### src/rtl/wdg_pkg.sv
package wdg_pkg;

  typedef enum logic [2:0] {
    SEL_NONE  = 3'd0,
    SEL_KICK  = 3'd1,
    SEL_CTRL  = 3'd2,
    SEL_CAUSE = 3'd3,
    SEL_WARN  = 3'd4,
    SEL_FIRE  = 3'd5
  } wdg_sel_e;

  localparam int unsigned NUM_SEL = 5;

  function automatic logic [7:0] offset_of(input wdg_sel_e s, input bit alt);
    logic [7:0] off;
    case (s)
      SEL_KICK:  off = alt ? 8'h38 : 8'h04;
      SEL_CTRL:  off = alt ? 8'h40 : 8'h08;
      SEL_CAUSE: off = alt ? 8'h44 : 8'h0C;
      SEL_WARN:  off = alt ? 8'h4C : 8'h10;
      SEL_FIRE:  off = alt ? 8'h5C : 8'h14;
      default:   off = 8'hFF;
    endcase
    return off;
  endfunction

endpackage

### src/rtl/wdg_rst_sync.sv
module wdg_rst_sync #(
  parameter int unsigned STAGES = 2
) (
  input  logic clk,
  input  logic arst_n,
  output logic srst_n
);
  logic [STAGES-1:0] shift_q;
  logic [STAGES-1:0] shift_d;

  always_comb begin
    shift_d = {shift_q[STAGES-2:0], 1'b1};
  end

  always_ff @(posedge clk or negedge arst_n) begin
    if (!arst_n) shift_q <= '0;
    else         shift_q <= shift_d;
  end

  assign srst_n = shift_q[STAGES-1];
endmodule

### src/rtl/wdg_regs.sv
module wdg_regs
  import wdg_pkg::*;
#(
  parameter int unsigned CNT_W      = 29,
  parameter int unsigned ADDR_W     = 8,
  parameter bit          ALT_LAYOUT = 1'b0
) (
  input  logic              clk,
  input  logic              rst_n,
  input  logic              psel,
  input  logic              penable,
  input  logic              pwrite,
  input  logic [ADDR_W-1:0] paddr,
  input  logic [31:0]       pwdata,
  input  logic              cause_q,
  output logic [1:0]        ctrl_q,
  output logic [CNT_W-1:0]  warn_q,
  output logic [CNT_W-1:0]  fire_q,
  output logic              kick_o,
  output logic              cause_clr_o,
  output logic [31:0]       prdata
);
  wdg_sel_e sel;
  logic     wr_acc;
  logic     ctrl_we, warn_we, fire_we;
  logic [1:0]       ctrl_d;
  logic [CNT_W-1:0] warn_d, fire_d;
  logic unused_wdata;

  assign unused_wdata = ^pwdata[31:CNT_W];

  always_comb begin
    sel = SEL_NONE;
    for (int i = 1; i <= int'(NUM_SEL); i++) begin
      if (paddr == ADDR_W'(offset_of(wdg_sel_e'(3'(i)), ALT_LAYOUT)))
        sel = wdg_sel_e'(3'(i));
    end
  end

  assign wr_acc      = psel & penable & pwrite;
  assign ctrl_we     = wr_acc & (sel == SEL_CTRL);
  assign warn_we     = wr_acc & (sel == SEL_WARN);
  assign fire_we     = wr_acc & (sel == SEL_FIRE);
  assign kick_o      = wr_acc & (sel == SEL_KICK) & pwdata[0];
  assign cause_clr_o = wr_acc & (sel == SEL_CAUSE) & pwdata[0];

  always_comb begin
    ctrl_d = pwdata[1:0];
    warn_d = pwdata[CNT_W-1:0];
    fire_d = pwdata[CNT_W-1:0];
  end

  always_ff @(posedge clk or negedge rst_n) begin
    if (!rst_n)       ctrl_q <= '0;
    else if (ctrl_we) ctrl_q <= ctrl_d;
  end

  always_ff @(posedge clk or negedge rst_n) begin
    if (!rst_n)       warn_q <= '0;
    else if (warn_we) warn_q <= warn_d;
  end

  always_ff @(posedge clk or negedge rst_n) begin
    if (!rst_n)       fire_q <= '0;
    else if (fire_we) fire_q <= fire_d;
  end

  always_comb begin
    prdata = '0;
    if (psel && !pwrite) begin
      case (sel)
        SEL_CTRL:  prdata[1:0]       = ctrl_q;
        SEL_CAUSE: prdata[0]         = cause_q;
        SEL_WARN:  prdata[CNT_W-1:0] = warn_q;
        SEL_FIRE:  prdata[CNT_W-1:0] = fire_q;
        default:   prdata            = '0;
      endcase
    end
  end

  // A kick must leave the programmed configuration alone.
  assert_kick_keeps_cfg_R5: assert property (@(posedge clk) disable iff (!rst_n)
    kick_o |=> (ctrl_q == $past(ctrl_q)) && (fire_q == $past(fire_q)) && (warn_q == $past(warn_q)));
endmodule

### src/rtl/wdg_counter.sv
module wdg_counter #(
  parameter int unsigned CNT_W = 29
) (
  input  logic             clk,
  input  logic             rst_n,
  input  logic             run,
  input  logic             kick,
  input  logic [CNT_W-1:0] limit,
  output logic [CNT_W-1:0] cnt_q
);
  logic             at_limit;
  logic             cnt_en;
  logic [CNT_W-1:0] cnt_d;

  assign at_limit = (cnt_q >= limit);
  assign cnt_en   = kick | (run & ~at_limit);

  always_comb begin
    if (kick) cnt_d = '0;
    else      cnt_d = cnt_q + CNT_W'(1);
  end

  always_ff @(posedge clk or negedge rst_n) begin
    if (!rst_n)      cnt_q <= '0;
    else if (cnt_en) cnt_q <= cnt_d;
  end

  assert_step_one_R2: assert property (@(posedge clk) disable iff (!rst_n)
    (run && !kick && (cnt_q < limit)) |=> (cnt_q == $past(cnt_q) + CNT_W'(1)));

  assert_kick_zero_R5: assert property (@(posedge clk) disable iff (!rst_n)
    kick |=> (cnt_q == '0));

  assert_hold_off_R6: assert property (@(posedge clk) disable iff (!rst_n)
    (!run && !kick) |=> $stable(cnt_q));

  assert_no_wrap_R7: assert property (@(posedge clk) disable iff (!rst_n)
    (!kick && (cnt_q >= limit)) |=> (cnt_q == $past(cnt_q)));
endmodule

### src/rtl/wdg_cause.sv
module wdg_cause (
  input  logic clk,
  input  logic por_n,
  input  logic set,
  input  logic clr,
  output logic cause_q
);
  logic cause_d;
  logic cause_en;

  assign cause_en = set | clr;
  assign cause_d  = set;

  always_ff @(posedge clk or negedge por_n) begin
    if (!por_n)        cause_q <= 1'b0;
    else if (cause_en) cause_q <= cause_d;
  end

  assert_set_on_fire_R9: assert property (@(posedge clk) disable iff (!por_n)
    set |=> cause_q);

  assert_sticky_R9: assert property (@(posedge clk) disable iff (!por_n)
    (cause_q && !clr) |=> cause_q);
endmodule

### src/rtl/wdg_bark_bite.sv
module wdg_bark_bite #(
  parameter int unsigned CNT_W       = 29,
  parameter int unsigned ADDR_W      = 8,
  parameter bit          ALT_LAYOUT  = 1'b0,
  parameter int unsigned SYNC_STAGES = 2
) (
  input  logic              clk,
  input  logic              por_n,
  input  logic              rst_n,
  input  logic              psel,
  input  logic              penable,
  input  logic              pwrite,
  input  logic [ADDR_W-1:0] paddr,
  input  logic [31:0]       pwdata,
  output logic [31:0]       prdata,
  output logic              bark_irq,
  output logic              bite_req
);
  logic             sys_arst_n;
  logic             sys_rn;
  logic             por_rn;
  logic [1:0]       ctrl_q;
  logic [CNT_W-1:0] warn_q, fire_q, cnt_q;
  logic             kick, cause_clr, cause_q;

  assign sys_arst_n = rst_n & por_n;

  wdg_rst_sync #(.STAGES(SYNC_STAGES)) u_sys_sync (
    .clk(clk), .arst_n(sys_arst_n), .srst_n(sys_rn));

  wdg_rst_sync #(.STAGES(SYNC_STAGES)) u_por_sync (
    .clk(clk), .arst_n(por_n), .srst_n(por_rn));

  wdg_regs #(.CNT_W(CNT_W), .ADDR_W(ADDR_W), .ALT_LAYOUT(ALT_LAYOUT)) u_regs (
    .clk(clk), .rst_n(sys_rn), .psel(psel), .penable(penable), .pwrite(pwrite),
    .paddr(paddr), .pwdata(pwdata), .cause_q(cause_q), .ctrl_q(ctrl_q),
    .warn_q(warn_q), .fire_q(fire_q), .kick_o(kick), .cause_clr_o(cause_clr),
    .prdata(prdata));

  wdg_counter #(.CNT_W(CNT_W)) u_cnt (
    .clk(clk), .rst_n(sys_rn), .run(ctrl_q[0]), .kick(kick),
    .limit(fire_q), .cnt_q(cnt_q));

  wdg_cause u_cause (
    .clk(clk), .por_n(por_rn), .set(bite_req), .clr(cause_clr), .cause_q(cause_q));

  assign bark_irq = ctrl_q[0] & ctrl_q[1] & (cnt_q >= warn_q);
  assign bite_req = ctrl_q[0] & (cnt_q >= fire_q);

  assert_warn_before_fire_R3: assert property (@(posedge clk) disable iff (!sys_rn)
    ((ctrl_q == 2'b11) && (warn_q <= fire_q) && bite_req) |-> bark_irq);

  assert_same_cycle_R8: assert property (@(posedge clk) disable iff (!sys_rn)
    ((ctrl_q == 2'b11) && (warn_q == fire_q)) |-> (bark_irq == bite_req));

  assert_fire_persists_R7: assert property (@(posedge clk) disable iff (!sys_rn)
    (bite_req && !kick && !psel) |=> bite_req);
endmodule

### config.mk
export PLATFORM = sky130hd
export DESIGN_NAME = wdg_bark_bite
export DESIGN_NICKNAME = d
export VERILOG_FILES = /design/src/rtl/wdg_pkg.sv /design/src/rtl/wdg_rst_sync.sv /design/src/rtl/wdg_regs.sv /design/src/rtl/wdg_counter.sv /design/src/rtl/wdg_cause.sv /design/src/rtl/wdg_bark_bite.sv
export SDC_FILE = /design/constraint.sdc
export NUM_CORES = 1
export LEC_CHECK = 0
export ABC_CLOCK_PERIOD_IN_PS = 6810
export BUFFER_PORTS_ARGS = -buffer_cell sky130_fd_sc_hd__buf_2
export CORE_UTILIZATION = 50
export DETAILED_ROUTE_END_ITERATION = 12
export HOLD_SLACK_MARGIN = 0.1
export PLACE_DENSITY_LB_ADDON = 0.08
export SYNTH_ARGS = -nofsm -noshare
export SYNTH_HDL_FRONTEND = slang
export SYNTH_SLANG_ARGS = --single-unit
export TNS_END_PERCENT = 20
### constraint.sdc
create_clock -name clk -period 6.81 [get_ports clk]
set_clock_uncertainty 0.1 [all_clocks]
set_input_delay 1.7025 -clock clk [delete_from_list [all_inputs] [get_ports clk]]
set_output_delay 1.7025 -clock clk [all_outputs]
set_load 0.05 [all_outputs]
==> summary.txt <==
CP max-delay cell -> or4_4
most numerous cell in the Yosys netlist -> dfrtp_1
worst hold path class -> reg -> reg
CP Max Fanout -> 14
DP Cell Count -> 866
cell taking the most area after synthesis -> dfrtp_1
Post-CTS Repair Setup Buffers -> 0
CP top delay family -> simple AND/OR/NAND/NOR gates
Power Total -> 1.345 mW
worst stage delay on the critical path -> 0.55 ns
Setup-failing EPs final -> 0
most used cell, CP -> buf_2
CTS buffer count -> 9
ANT nets after route -> 0
failing checks -> DRC
headroom to the max-slew limit -> 26.78%
PwrDens -> 199.2 nW/µm²
Mapped Area -> 6036 µm²
Synth Area in Compound Gates -> 14.08%
max_cap viols -> 0
Tcrit/Tclk final -> 86.54%
Met1 Wirelength -> 6651 µm
fin cells -> 882
hold slack -> 0.2490 ns
highest metal used -> met4
Synthesis Warnings -> 0
H-tree lvl count -> 3
Port Buffers -> 73
Routed WL -> 14150 µm
first-pass GRT wire length -> 24070 µm
CP Buf/Inv Count -> 3
top post-synthesis cells by count -> dfrtp_1, nand2_1, ha_1
# diodes -> 0
CTS tree -> built
EDFF count, synth -> 0
post-synthesis register bit count -> 94
startpoint types -> input pin
clock tree buffer depth -> 2
row cnt -> 39
clk_lat worst skew -> 0.35 ns
Die ar. -> 12510 µm²
ys async rst share -> 100.0%
initial drt markers -> 239
Die Ht -> 111.9 µm
Yosys cell types -> 49
critical path type -> in -> out
router iterations before antenna repair -> 11
Final Hold Violating Endpoints -> 0
post-CTS resize count -> 0
gpl congestion -> 0.7840
NumNets Final -> 841
Die Width -> 111.9 µm
Mapped Avg Cell Area -> 8.889 µm²
critical-path cell list -> buf_2 > or4_4 > nor4b_4 > nand2_1 > buf_4 > nor2_1 > buf_2
DR WL/cell -> 16.04 µm
DR WL met3 -> 540 µm
RSZ-0062 raised after global routing -> no
hpwl dp -> 10120 µm
Synth Area in Adders -> 12.23%
worst-margin pin slew -> 1.097 ns
Worst-path clk slew -> 0.06 ns
routed vias -> 5068
antenna violations before repair -> 0
max-slew violations -> 0
crit path DAT -> 4.09 ns
Synth top area share -> 38.97%
Period minus WS final -> 5.893 ns
post-synthesis mux area share -> 6.219%
number of global-route vias before repair -> 4909
Root Buffer -> clkbuf_16
status -> complete, but fails checks
met2 wire len -> 6778 µm
layout cells sized above 1 -> 13.80%
Core ar. -> 11610 µm²
Initial Util -> 51.97%
Post-Synth XOR/XNOR Area -> 0%
predominant post-synthesis flop cell -> dfrtp_1
Setup crit end kind -> output port
CP Data Required Time -> 5.01 ns
fmax -> 169.7 MHz
GRT Overall Usage -> 24.15%
hold-fix buffers at CTS -> 2
Setup TNS -> 0 ns
Post-Synth Simple-Gate Area -> 21.37%
Remaining DRCs -> 4
area delta synth->final -> 11.88%
worst vdd ir -> 0.1127 mV
Synth Instances -> 679
largest family of logic cells by synthesized area -> simple AND/OR/NAND/NOR gates
leakage power -> 3.358 nW
Ports -> 80
clock sink count -> 94
gr ovfl total -> 0
Avg Vias per Cell -> 5.746
sequential area share after synthesis -> 38.97%
# fillers -> 1084
synth top area cells -> dfrtp_1, ha_1, nand2_1
largest net degree at the start of global routing -> 74
worst paths after layout:
path	start	to	slack [ns]	cells past startpoint
hold reg to reg	u_por_sync.shift_q[0]	u_por_sync.shift_q[1]	0.25	0
setup reg to reg	u_cnt.cnt_q[27]	u_cnt.cnt_q[27]	3.49	8
min in group asynchronous	u_por_sync.shift_q[1]	u_cause.cause_q	0.43	1
max in group asynchronous	por_n	u_sys_sync.shift_q[1]	5.30	2
hold / removal	u_por_sync.shift_q[0]	u_por_sync.shift_q[1]	0.25	0
setup / recovery	paddr[0]	prdata[28]	0.92	7
cells in the final DEF, fill, tap and decap left out, drive strengths merged, types with 26 or more instances in the layout:
| master | count |
|---|---|
| nand4 | 27 |
| nor2 | 32 |
| mux2i | 33 |
| a21oi | 26 |
| dfrtp | 94 |
| o21ai | 77 |
| buf | 79 |
| ha | 59 |
| nand2 | 91 |
| inv | 58 |
cell type report:
cell class	instances	area, µm²	share of cell area, %
repair buffers	81	430.4	6.374
well taps	143	178.9	2.650
flip-flops and latches	94	2356	34.89
multi-input cells	492	3279	48.56
clock buffers	13	260.3	3.854
clock inverters	1	30.03	0.4447
inverters	58	217.7	3.224
kinds of logic (layout without fill, tap and decap cells):
kind of cell,after synthesis,count (layout)
AOI/OAI and AO/OA,145,145
adders and majority gates,59,59
buffers and inverters,96,153
DFF,94,94
muxes,37,37
other,2,5
and+or+nand+nor,246,246
registers in the layout, summed over array words and instances (netlist names):
signal / flops
u_regs.warn_q: 29
u_cause.cause_q: 1
u_cnt.cnt_q: 29
u_sys_sync.shift_q: 2
u_regs.ctrl_q: 2
u_regs.fire_q: 29
u_por_sync.shift_q: 2
per-layer routing:
metal  global-route usage (%)  vias up
met1                    32.52     2420
met2                    40.25      113
met4                    5.946        0
met3                    4.355       12
li1                         -     2523
met5                        0        -
worst reg2reg max path, stage by stage, from the launching register on:
cell	delay, ns
dfrtp_1	0.45
ha_1	0.33
nand4_1	0.24
nor4_1	0.77
nand4_1	0.32
o211ai_2	0.24
buf_4	0.43
nor4_1	0.17
mux2i_1	0.14
power by group:
part           total (mW)  switching [mW]  internal (mW)  leakage (nW)
logic               0.225           0.137         0.0880          2.31
registers           0.612          0.0293          0.583         0.905
clock network       0.508           0.207          0.301         0.142
stage by stage:
step | setup slack, ns | util [%] | instance area (µm²)
after global placement | 0.9283 | 55.47 | 6442
after global routing | 0.7863 | 58.14 | 6753
final | 0.9168 | 58.14 | 6753
after detailed placement | 0.8941 | 55.47 | 6442
after floorplan | 1.012 | - | 6047
after CTS | 0.8946 | 58.14 | 6753
Power figures use the tool's default switching activity.
